--- src/rtl/inwin_pkg.sv ---
package inwin_pkg;

  localparam int ADDR_W    = 32;
  localparam int DATA_W    = 32;
  localparam int SEG_W     = 16;
  localparam int NUM_WIN   = 2;
  localparam int WIN_IDX_W = (NUM_WIN > 1) ? $clog2(NUM_WIN) : 1;
  localparam int NUM_WORDS = 2 * NUM_WIN + 1;
  localparam int WORD_IDX_W = 3;
  localparam int CTL_WORD  = 2 * NUM_WIN;
  localparam int BYTES     = DATA_W / 8;
  localparam int EN_W      = 8;

  typedef struct packed {
    logic [SEG_W-1:0] seg_end;
    logic [SEG_W-1:0] seg_start;
    logic [SEG_W-1:0] xval;
    logic [SEG_W-1:0] xsel;
    logic [EN_W-1:0]  amsel;
    logic             adder;
    logic [1:0]       snoop;
    logic             wpost;
  } win_cfg_t;

  // writable bits per word; control bytes keep only their low nibble
  function automatic logic [DATA_W-1:0] word_mask(input int idx);
    return (idx == CTL_WORD) ? 32'h0FFF_0FFF : '1;
  endfunction

  // segment number used for compare and translation
  function automatic logic [SEG_W-1:0] seg_of(input logic [SEG_W-1:0] hi,
                                              input logic a24);
    return a24 ? {8'h00, hi[7:0]} : hi;
  endfunction

  // all three class groups must accept the cycle
  function automatic logic class_ok(input logic [EN_W-1:0] en,
                                    input logic [1:0] kind,
                                    input logic a24,
                                    input logic sup);
    logic k_ok, w_ok, p_ok;
    k_ok = en[kind];
    w_ok = a24 ? en[4] : en[5];
    p_ok = sup ? en[7] : en[6];
    return k_ok & w_ok & p_ok;
  endfunction

  function automatic logic [SEG_W-1:0] xlate(input logic [SEG_W-1:0] seg,
                                             input logic [SEG_W-1:0] xval,
                                             input logic [SEG_W-1:0] xsel,
                                             input logic adder);
    if (adder) return seg + xval;
    return (xval & xsel) | (seg & ~xsel);
  endfunction

endpackage

--- src/rtl/inwin_regs.sv ---
module inwin_regs
  import inwin_pkg::*;
(
  input  logic                  clk,
  input  logic                  rst_n,
  input  logic                  reg_we,
  input  logic [WORD_IDX_W-1:0] reg_word,
  input  logic [BYTES-1:0]      reg_be,
  input  logic [DATA_W-1:0]     reg_wdata,
  output logic [DATA_W-1:0]     reg_rdata,
  output win_cfg_t              cfg [NUM_WIN]
);

  logic [DATA_W-1:0] word_q [NUM_WORDS];
  logic              word_ok;

  assign word_ok = (int'(reg_word) < NUM_WORDS);

  always_ff @(posedge clk or negedge rst_n) begin
    if (!rst_n) begin
      for (int i = 0; i < NUM_WORDS; i++) word_q[i] <= '0;
    end else if (reg_we && word_ok) begin
      for (int b = 0; b < BYTES; b++) begin
        if (reg_be[b])
          word_q[reg_word][8*b +: 8] <= reg_wdata[8*b +: 8]
                                        & word_mask(int'(reg_word))[8*b +: 8];
      end
    end
  end

  assign reg_rdata = word_ok ? word_q[reg_word] : '0;

  for (genvar w = 0; w < NUM_WIN; w++) begin : g_cfg
    logic [7:0] ctl;
    assign ctl                = word_q[CTL_WORD][16*w + 8 +: 8];
    assign cfg[w].seg_end     = word_q[w][31:16];
    assign cfg[w].seg_start   = word_q[w][15:0];
    assign cfg[w].xval        = word_q[NUM_WIN + w][31:16];
    assign cfg[w].xsel        = word_q[NUM_WIN + w][15:0];
    assign cfg[w].amsel       = word_q[CTL_WORD][16*w +: 8];
    assign cfg[w].wpost       = ctl[0];
    assign cfg[w].snoop       = ctl[2:1];
    assign cfg[w].adder       = ctl[3];
  end

endmodule

--- src/rtl/inwin_slot.sv ---
module inwin_slot
  import inwin_pkg::*;
(
  input  win_cfg_t         cfg,
  input  logic [SEG_W-1:0] bus_hi,
  input  logic             bus_a24,
  input  logic [1:0]       bus_kind,
  input  logic             bus_sup,
  output logic             match,
  output logic [SEG_W-1:0] loc_hi
);

  logic [SEG_W-1:0] seg;
  logic             in_range;
  logic             class_hit;

  assign seg       = seg_of(bus_hi, bus_a24);
  assign in_range  = (seg >= cfg.seg_start) && (seg <= cfg.seg_end);
  assign class_hit = class_ok(cfg.amsel, bus_kind, bus_a24, bus_sup);
  assign match     = in_range && class_hit;
  assign loc_hi    = xlate(seg, cfg.xval, cfg.xsel, cfg.adder);

endmodule

--- src/rtl/inbound_window_map.sv ---
module inbound_window_map
  import inwin_pkg::*;
(
  input  logic                  clk,
  input  logic                  rst_n,
  input  logic                  reg_we,
  input  logic [WORD_IDX_W-1:0] reg_word,
  input  logic [BYTES-1:0]      reg_be,
  input  logic [DATA_W-1:0]     reg_wdata,
  output logic [DATA_W-1:0]     reg_rdata,
  input  logic [ADDR_W-1:0]     bus_addr,
  input  logic                  bus_a24,
  input  logic [1:0]            bus_kind,
  input  logic                  bus_sup,
  output logic                  hit,
  output logic [WIN_IDX_W-1:0]  hit_win,
  output logic [ADDR_W-1:0]     loc_addr,
  output logic                  wpost,
  output logic [1:0]            snoop
);

  win_cfg_t          cfg     [NUM_WIN];
  logic [SEG_W-1:0]  slot_hi [NUM_WIN];
  logic [NUM_WIN-1:0] win_hit;

  inwin_regs u_regs (
    .clk       (clk),
    .rst_n     (rst_n),
    .reg_we    (reg_we),
    .reg_word  (reg_word),
    .reg_be    (reg_be),
    .reg_wdata (reg_wdata),
    .reg_rdata (reg_rdata),
    .cfg       (cfg)
  );

  for (genvar w = 0; w < NUM_WIN; w++) begin : g_slot
    inwin_slot u_slot (
      .cfg      (cfg[w]),
      .bus_hi   (bus_addr[ADDR_W-1:SEG_W]),
      .bus_a24  (bus_a24),
      .bus_kind (bus_kind),
      .bus_sup  (bus_sup),
      .match    (win_hit[w]),
      .loc_hi   (slot_hi[w])
    );
  end

  // lowest index wins
  logic [WIN_IDX_W-1:0] sel;
  always_comb begin
    sel = '0;
    for (int w = NUM_WIN - 1; w >= 0; w--)
      if (win_hit[w]) sel = WIN_IDX_W'(w);
  end

  assign hit      = |win_hit;
  assign hit_win  = hit ? sel : '0;
  assign loc_addr = hit ? {slot_hi[sel], bus_addr[SEG_W-1:0]} : '0;
  assign wpost    = hit ? cfg[sel].wpost : 1'b0;
  assign snoop    = hit ? cfg[sel].snoop : 2'b00;

endmodule

--- config.mk ---
export PLATFORM = sky130hd
export DESIGN_NAME = inbound_window_map
export DESIGN_NICKNAME = d
export VERILOG_FILES = /design/src/rtl/inwin_pkg.sv /design/src/rtl/inwin_regs.sv /design/src/rtl/inwin_slot.sv /design/src/rtl/inbound_window_map.sv
export SDC_FILE = /design/constraint.sdc
export NUM_CORES = 1
export LEC_CHECK = 0
export BUFFER_PORTS_ARGS = -buffer_cell sky130_fd_sc_hd__buf_2
export CAP_MARGIN = 5
export CORE_ASPECT_RATIO = 0.5
export CORE_MARGIN = 8
export CORE_UTILIZATION = 50
export CTS_BUF_LIST = sky130_fd_sc_hd__clkbuf_8
export CTS_CLUSTER_SIZE = 30
export DETAILED_ROUTE_END_ITERATION = 7
export GPL_ROUTABILITY_DRIVEN = 0
export GPL_TIMING_DRIVEN = 0
export PLACE_DENSITY = 0.76
export SETUP_SLACK_MARGIN = 0.2
export SYNTH_ARGS = -nofsm -noshare
export SYNTH_HDL_FRONTEND = slang
export SYNTH_SLANG_ARGS = --single-unit
--- constraint.sdc ---
create_clock -name clk -period 6 [get_ports clk]
set_clock_uncertainty 0.2 [all_clocks]
set_input_delay 1.5 -clock clk [delete_from_list [all_inputs] [get_ports clk]]
set_output_delay 1.5 -clock clk [all_outputs]
set_load 0.01 [all_outputs]
=== Word-level counts from Yosys, hierarchy flattened ===
Index checks and enable logic that the tools add are counted.
Widths: inputs -> output; s select.

* Flip-flop bits (word level): 160

* Add/subtract/negate cells: 2
* $lt $le $gt $ge: 9
* Eq/ne operators: 1
* Mux-type cells: 51
* Bitwise operators: 18
* Reduce and logical (&&, ||, !) cells: 7

{| class="wikitable"
|+ Operators with widths
! cell !! count
|-
| $mux 160 || 7
|-
| $bwmux 160 || 4
|-
| $demux 32 s3 || 4
|-
| $mux 32 || 6
|-
| $mux 16 || 9
|-
| $bmux 32 s3 || 1
|-
| $and 16x16->16 || 4
|-
| $add 16x16->16 || 2
|-
| $and 8x8->8 || 4
|-
| $ge 16x16->1 || 2
|-
| $le 16x16->1 || 2
|-
| $not 16->16 || 2
|-
| $or 16x16->16 || 2
|-
| $mux 24 || 1
|-
| $mux 1 || 12
|-
| $mux 3 || 3
|-
| $mux 8 || 1
|-
| $logic_and 1x1->1 || 6
|-
| $and 1x1->1 || 4
|-
| $bmux 1 s2 || 2
|-
| $ge 4x4->1 const B || 1
|-
| $lt 2x4->1 const B || 1
|-
| $lt 4x1->1 const B || 1
|-
| $not 3->4 || 1
|-
| 6 further kinds || 6
|}

=== Logic depth before layout (Yosys ltp) ===
Gate-level depths: netlist of run 1.

* Depth in word-level cells: 16
* Gate-level depth with buffers: 13

=== Hierarchy ===
Synthesis of run 1 repeated with hierarchy kept, for this count alone.

* Cell total of the unflattened synthesis: 1,156
* Area total of the unflattened synthesis: 12,067.8 um2

{| class="wikitable"
|+ By module, submodules not included
! module !! instances !! cells an instance !! area an instance (um2)
|-
| inwin_regs || 1 || 535 || 7,569.8
|-
| inwin_slot || 2 || 289 || 2,074.5
|-
| inbound_window_map || 1 || 43 || 349.1
|}

=== Worst setup path after synthesis of run 1 ===
No wires, ideal clock.

* Path kind: input-to-output
* Start point: input port bus_a24
* End point: output port loc_addr[28]
* Arrival: 3,849 ps
* Setup slack: 451 ps
* Cell stages on the path: 12
* Buffers on the path: 1
* Path through: buf_2 > nand2b_1 > inv_1 > ha_1 > a21o_1 > a21oi_1 > o21ai_0 > maj3_1 > a21oi_1 > xor2_1 > nand2_1 > a32o_1

* Longest elaborated chain between the ends: 11
* Elaborated cells between the ends (all ways): 33
* Classes of those cells: 2 x add/sub; 4 x order compare; 13 x mux; 9 x bitwise; 5 x reduce/logical

{| class="wikitable"
|+ Ends and longest elaborated chain
! what !! RTL line !! RTL
|-
| start, declared || inbound_window_map.sv:12 || <nowiki>input logic bus_a24,</nowiki>
|-
| $mux 16 / $mux 1 (equally long branches) || inwin_pkg.sv:33, inwin_pkg.sv:43 ||
|-
| $ge 16x16->1, or another cell as far along || inwin_slot.sv:18 || <nowiki>assign in_range = (seg >= cfg.seg_start) && (seg <= cfg.seg_end);</nowiki>
|-
| $logic_and 1x1->1 / $and 1x1->1 (equally long branches) || inwin_slot.sv:18, inwin_pkg.sv:45 ||
|-
| $logic_and 1x1->1 || inwin_slot.sv:20 || <nowiki>assign match = in_range && class_hit;</nowiki>
|-
| $mux 1 (2 in series) || inbound_window_map.sv:54 || <nowiki>if (win_hit[w]) sel = WIN_IDX_W'(w);</nowiki>
|-
| $not 1->2 (implied by the code) || inbound_window_map.sv:59 || <nowiki>assign loc_addr = hit ? {slot_hi[sel], bus_addr[SEG_W-1:0]} : '0;</nowiki>
|-
| $mux 16 (implied by the code) (3 in series) || inbound_window_map.sv:59 ||
|-
| $mux 32 (*) || inbound_window_map.sv:59 ||
|-
| end, declared || inbound_window_map.sv:17 || <nowiki>output logic [ADDR_W-1:0] loc_addr,</nowiki>
|}

Mark *: on every way between the ends. The rest lies on a longest branch, timed or not. The select of a mux whose other input is x is not followed.

=== Worst setup path after layout of run 1 ===
* Start point: input port bus_addr[16]
* End point: output port loc_addr[24]

* Longest elaborated chain between the ends: 11
* Elaborated cells between the ends (all ways): 23
* Classes of those cells: 2 x add/sub; 4 x order compare; 11 x mux; 1 x bitwise; 5 x reduce/logical

{| class="wikitable"
|+ Ends and longest elaborated chain
! what !! RTL line !! RTL
|-
| start, declared || inbound_window_map.sv:11 || <nowiki>input logic [ADDR_W-1:0] bus_addr,</nowiki>
|-
| $mux 16 (*) || inwin_pkg.sv:33 || <nowiki>return a24 ? {8'h00, hi[7:0]} : hi;</nowiki>
|-
| $ge 16x16->1 / $le 16x16->1 (equally long branches) || inwin_slot.sv:18 ||
|-
| $logic_and 1x1->1 || inwin_slot.sv:18 ||
|-
| $logic_and 1x1->1 || inwin_slot.sv:20 ||
|-
| $mux 1 (2 in series) || inbound_window_map.sv:54 ||
|-
| $not 1->2 (implied by the code) || inbound_window_map.sv:59 ||
|-
| $mux 16 (implied by the code) (3 in series) || inbound_window_map.sv:59 ||
|-
| $mux 32 (*) || inbound_window_map.sv:59 ||
|}

Marks and branches as above.

==> reports/summary.txt, run 1 <==
initial antenna violation count - 1
row count - 38
I/O pin cnt - 147
Reg clk slew, reported paths - 80 ps
CTS tree - done
Root Driver - clkbuf_8
Post-synth EDFFs - 0
Most used DFF post-synth - dfrtp_1
first-pass GRT wire length - 59.6 mm
Worst setup EP type - output port
register area - 0.00400 mm2
arrival time at the worst endpoint - 4120 ps
met2 GRT Util - 0.437
final hold slack - 295 ps
Die ar. - 0.0276 mm2
M3 GR Usage - 0.0597
Max Clk Rate - 172 MHz
Seq cells post-synth - 160
sequential share of the synthesized area - 0.359
fin cells - 1712
Tcrit/Tclk final - 0.970
max_cap viols - 0
CP Class - primary input to output port
dpl cells - 1658
DRT Wirelength - 39.4 mm
H-tree depth - 4
commonest cells after routing, fill and taps aside - dfrtp_1, buf_2, nand2_1
Initial Util - 0.512
endpoints failing hold - 0
CTS Buf Count - 17
Lkg Pwr - 6.18 nW
layout cell share with drive strength beyond 1 - 0.271
gr usage total - 0.278
required time of the critical path - 4300 ps
area grow syn2layout - 19.3%
worst vdd ir - 0.147 mV
Die Y - 122 um
drt first pass iters - 6
worst relative slew slack - 0.210
# setup viols final - 0
DR vias/cell - 6.34
deepest clock path buffer count - 2
grt ovf - 0
Distinct cells, synth - 64
power density over cell area - 297 mW/mm2
clock sink total - 160
Slew Limit Fails - 0
largest net degree at the start of global routing - 102
Async SR Flop Fraction - 1.00
area of the multi-input gates - 0.00699 mm2
CP Launch Type - primary input
R2R depth - 2
Fillers - 1841
Iter 0 DRT Violations - 1549
commonest non-fill, non-tap cell in the layout - dfrtp_1
Post-Syn Nets - 1379
synthesized instance count - 1211
Worst-Margin Slew - 1180 ps
dpl ws - -707 ps
Via Count - 10900
yosys synthesis warning count - 0
vias in the first global route - 10800
Core Area - 0.0218 mm2
status - finished, final reports clean
IO Port Bufs - 146
Die Width - 227 um
Crit Path Max Fanout - 4
synthesized area - 0.0111 mm2
Worst Hold Class - register to register
Routed Antenna Nets - 0
GRT busiest layer - met2
final worst slack - 179 ps
Tot Pwr - 0.00395 W
ANT cells - 0
WL per Instance - 23.0 um
RSZ-0062 raised after global routing - yes
fin crit period - 5820 ps
Hold-fix buffers, CTS - 0
met1 Track Usage GR - 0.361
average instance area after synthesis - 9.21 um2
clock latency on the worst-skew pair - 480 ps
# nets final - 1567
Hold Crit Depth - 1
Layout Utilization - 0.611
drt drc - 0
dpl hpwl - 29.7 mm
worst max-delay path, cell delays in order:
cell	delay [ps]
buf_2	130
ha_1	230
fa_2	390
a211o_1	290
and2_1	170
or3_1	330
a21o_1	200
a21oi_1	170
xor2_1	110
a211oi_1	300
a22o_1	170
buf_2	130
cells in the mapped netlist (all sizes together), types with 36 or more instances:
cell type,instances,area share
a21oi,66,0.030
a22oi,36,0.024
clkbuf,41,0.014
dfrtp,160,0.36
ha,88,0.099
inv,71,0.024
mux2,98,0.099
mux2i,51,0.046
nand2,128,0.043
nor2,65,0.022
nor2b,36,0.020
o21ai,123,0.056
registers in the layout, indices dropped and copies added, names as in the netlist:
| name | count |
|---|---|
| u_regs.g_cfg.ctl | 8 |
| u_regs.cfg | 152 |
cell families (layout without fill, tap and decap cells):
logic type               count (synthesis)  after routing  share of synthesized area
AO/OA/AOI/OAI                          352            352                      0.200
AND/OR/NAND/NOR                        313            313                      0.131
flip-flops                             160            160                      0.359
multiplexers                           151            151                      0.149
buffers and inverters                  123            324                     0.0421
adder cells (fa/ha/maj)                 92             92                      0.104
XOR/XNOR                                20             20                     0.0157
layout make-up:
cell class,instances,area share
Clock inverter,12,0.00997
Sequential cell,160,0.301
Tap cell,300,0.0282
Multi-Input combinational cell,928,0.526
Timing Repair Buffer,169,0.0726
Clock buffer,20,0.0207
Inverter,71,0.0208
Buffer,52,0.0207
worst paths after layout:
check | from | slack, ps | to
max in group asynchronous | rst_n | 3890 | u_regs.cfg[117]
worst min-delay path | u_regs.g_cfg[1].ctl[6] | 290 | u_regs.g_cfg[1].ctl[6]
worst min register to register | u_regs.g_cfg[1].ctl[6] | 290 | u_regs.g_cfg[1].ctl[6]
worst max-delay path | bus_addr[16] | 180 | loc_addr[24]
min in group asynchronous | rst_n | 790 | u_regs.cfg[124]
worst max register to register | u_regs.cfg[79] | 4320 | u_regs.cfg[79]
report_power, final:
part           total [W]  leakage [nW]  internal [W]  switching [W]
clock           0.000845         0.207      0.000404       0.000441
sequential       0.00157          1.96       0.00132       0.000247
combinational    0.00154          4.01      0.000671       0.000873
metal layers:
metal,up-vias,share of wire
met5,-,0.00036
met2,672,0.45
met3,155,0.10
met1,5263,0.39
met4,2,0.055
li1,4760,-
timing repair:
action,in CTS,in global routing
pin swaps,12,18
gates cloned,0,1
buffers inserted,15,6
endpoints found under the setup margin,47,45
resized for setup,67,53
metrics by stage:
| step | instance area, um2 | setup TNS, ps |
|---|---|---|
| 4_1_cts | 13100 | 0 |
| 2_1_floorplan | 11100 | 0 |
| 5_1_grt | 13300 | 0 |
| 6_report | 13300 | 0 |
| 3_3_place_gp | 12300 | -16040 |
| 3_5_place_dp | 12300 | -17870 |
Power figures use the tool's default switching activity.
==> run 2: changes to the inputs <==
--- a/config.mk
+++ b/config.mk
@@ -15,8 +15,9 @@
 export DETAILED_ROUTE_END_ITERATION = 7
 export GPL_ROUTABILITY_DRIVEN = 0
 export GPL_TIMING_DRIVEN = 0
-export PLACE_DENSITY = 0.76
+export PLACE_DENSITY = 0.75
 export SETUP_SLACK_MARGIN = 0.2
 export SYNTH_ARGS = -nofsm -noshare
 export SYNTH_HDL_FRONTEND = slang
+export SYNTH_HIERARCHICAL = 1
 export SYNTH_SLANG_ARGS = --single-unit
==> run 2 against run 1 <==
  * Core utilization down 2.8 points
  * Non-clock buffer count down 16
  * Wire length increased by 0.70%
  * Power increased by 2.7%
  * Fmax is 1.5% higher
  * Final cell count fell by 3.5%
  * Setup slack better by 86 ps
  * Worst hold slack improved by 21 ps
  * Sequential share of layout area is 1.3 points lower
  * Synthesized cell count is 4.5% lower
  * Count of clock-buffer cells in the layout fell by 1
  * Largest cell class unchanged
==> reports/summary.txt, run 2 <==
final hold slack - 316 ps (+21.2 ps)
commonest non-fill, non-tap cell in the layout - dfrtp_1
grt ovf - 0 (unchanged)
Max Clk Rate - 174 MHz (+1.5%)
commonest cells after routing, fill and taps aside - dfrtp_1, mux2_2, buf_2
required time of the critical path - 4300 ps (about the same)
average instance area after synthesis - 10.4 um2 (+13%)
WL per Instance - 24.0 um (+4.4%)
Worst Hold Class - register to register
deepest clock path buffer count - 2 (unchanged)
dpl cells - 1617 (-2.5%)
Distinct cells, synth - 66 (+3.1%)
H-tree depth - 4 (unchanged)
CTS tree - done
dpl hpwl - 30.5 mm (+2.9%)
yosys synthesis warning count - 6 (+6)
area of the multi-input gates - 0.00758 mm2 (+8.4%)
Most used DFF post-synth - dfrtp_1
fin crit period - 5740 ps (-85.5 ps)
Post-Syn Nets - 1322 (-4.1%)
Via Count - 10200 (-5.8%)
power density over cell area - 292 mW/mm2 (-1.9%)
synthesized instance count - 1156 (-4.5%)
IO Port Bufs - 145 (-0.68%)
Worst-Margin Slew - 966 ps (-215 ps)
Die ar. - 0.0297 mm2 (+7.4%)
largest net degree at the start of global routing - 99 (-2.9%)
post-route setup TNS - 0 ps (unchanged)
most common cell in the netlist - dfrtp_1
# setup viols final - 0 (unchanged)
Routed Antenna Nets - 0 (unchanged)
Async SR Flop Fraction - 1.00 (unchanged)
worst vdd ir - 0.152 mV (+3.6%)
clock latency on the worst-skew pair - 470 ps (about the same)
Seq cells post-synth - 160 (unchanged)
endpoints failing hold - 0 (unchanged)
gr usage total - 0.257 (-0.0214)
CTS Buf Count - 17 (unchanged)
layout cell share with drive strength beyond 1 - 0.337 (+0.0668)
Core Area - 0.0239 mm2 (+9.6%)
Die Width - 236 um (+3.8%)
status - finished, final reports clean
initial antenna violation count - 1 (unchanged)
first-pass GRT wire length - 59.7 mm (+0.24%)
RSZ-0062 raised after global routing - yes
synthesized area - 0.0121 mm2 (+8.2%)
worst relative slew slack - 0.356 (+0.146)
drt drc - 0 (unchanged)
# nets final - 1490 (-4.9%)
arrival time at the worst endpoint - 4040 ps (-80 ps)
CP Class - primary input to output port
Lkg Pwr - 6.42 nW (+4.0%)
Slew Limit Fails - 0 (unchanged)
Iter 0 DRT Violations - 1053 (-32%)
Initial Util - 0.506 (-0.00651)
ANT cells - 0 (unchanged)
sequential share of the synthesized area - 0.332 (-0.0273)
area fraction of the dominant cell type after synthesis - 0.332 (-0.0273)
DR vias/cell - 6.19 (-2.4%)
Reg clk slew, reported paths - 90 ps (about the same)
drt first pass iters - 5 (-1)
CP Launch Type - primary input
fin cells - 1652 (-3.5%)
Die Y - 126 um (+3.5%)
leading cell types by count after synthesis - dfrtp_1, mux2_2, ha_1
clock sink total - 160 (unchanged)
row count - 40 (+5.3%)
Worst setup EP type - output port
Root Driver - clkbuf_8
DRT Wirelength - 39.7 mm (+0.70%)
vias in the first global route - 10300 (-3.9%)
I/O pin cnt - 147 (unchanged)
area grow syn2layout - 15.3%
max reg flops - 152 (unchanged)
Post-synth EDFFs - 0 (unchanged)
Tcrit/Tclk final - 0.956 (-0.0143)
Fillers - 1969 (+7.0%)
Crit Path Max Fanout - 6 (+2)
Yosys top cell by area - dfrtp_1
max_cap viols - 0 (unchanged)
register area - 0.00400 mm2 (unchanged)
top post-synthesis cells by area - dfrtp_1, mux2_2, ha_1, mux2i_1, nor2b_1
==> run 2: changes by cell type in the layout (fill, tap and decap cells not counted), sizes merged, moves of 15 or more <==
cell,previous run,this run
a2bb2oi,0,21
nor2b,36,66
mux2i,51,69
nor2,65,32
clkbuf,63,38
o21ai,123,83
o22ai,33,1
a21oi,66,50
nand2,128,28
a22o,4,19
mux2,98,158
==> run 2: cell type report <==
class,count,share of cell area
multi-input cells,857,0.544
plain buffers,56,0.0284
clock buffers,19,0.0188
repair buffers,149,0.0584
flip-flops and latches,160,0.288
well taps,315,0.0283
clock inverters,13,0.0117
inverters,83,0.0224
==> run 2: cells by family after synthesis <==
logic type / Yosys count / synth area share
AO/OA/AOI/OAI: 312 / 0.179
XOR/XNOR: 24 / 0.0174
adder cells (fa/ha/maj): 94 / 0.0977
buffers and inverters: 139 / 0.0567
flip-flops: 160 / 0.332
multiplexers: 229 / 0.208
AND/OR/NAND/NOR: 198 / 0.109
==> run 2: what timing repair did <==
| action | in CTS | in global routing |
|---|---|---|
| endpoints found under the hold margin | 0 | 0 |
| endpoints found under the setup margin | 37 | 35 |
| resized for setup | 27 | 28 |
| pin swaps | 4 | 9 |
| hold buffers | 0 | 0 |
| setup buffers | 1 | 1 |
| gates cloned | 0 | 1 |
==> run 2: path summary, 6_finish.rpt <==
path / start / to / slack, ps / depth (start not counted)
setup reg to reg: u_regs/cfg[119] / u_regs/cfg[119] / 4890 / 1
setup / recovery: bus_addr[16] / wpost / 260 / 15
hold reg to reg: u_regs/g_cfg[0].ctl[5] / u_regs/g_cfg[0].ctl[5] / 320 / 1
min in group asynchronous: rst_n / u_regs/cfg[45] / 790 / 1
hold / removal: u_regs/g_cfg[0].ctl[5] / u_regs/g_cfg[0].ctl[5] / 320 / 1
max in group asynchronous: rst_n / u_regs/cfg[66] / 3860 / 2
==> run 2: stage by stage <==
stage                     worst slack (ps)  area (um2)  power [W]   util
final                                  265       13900    0.00406  0.583
after detailed placement              -324       13200    0.00311  0.554
after floorplan                        376       12100    0.00260      -
after global placement                -314       13200    0.00302  0.552
after global routing                   113       13900    0.00427  0.583
after CTS                              241       13800    0.00401  0.577
==> run 2: layer usage <==
metal / wire length, um / track usage / vias up
met3: 3080 / 0.0566 / 99
met2: 18800 / 0.426 / 462
li1: - / - / 4593
met1: 16300 / 0.324 / 5067
met4: 1470 / 0.104 / 2
met5: 13 / 0 / -
==> run 2: worst max-delay path, stage by stage <==
cell       delay [ps]
buf_8             110
inv_2              70
ha_4              190
nand2b_4          130
a21o_1            170
a21o_1            200
a2111oi_4         380
o21ai_2           150
a21oi_2           210
nor3_4             60
buf_6             140
nor2b_4           220
buf_8             170
a22o_1            170
buf_2             140
==> run 2: power by group <==
group	total, W	leakage [nW]	switching [W]	internal [W]
clock	0.000868	0.208	0.000433	0.000434
sequential	0.00159	1.98	0.000268	0.00132
combinational	0.00161	4.23	0.000861	0.000748
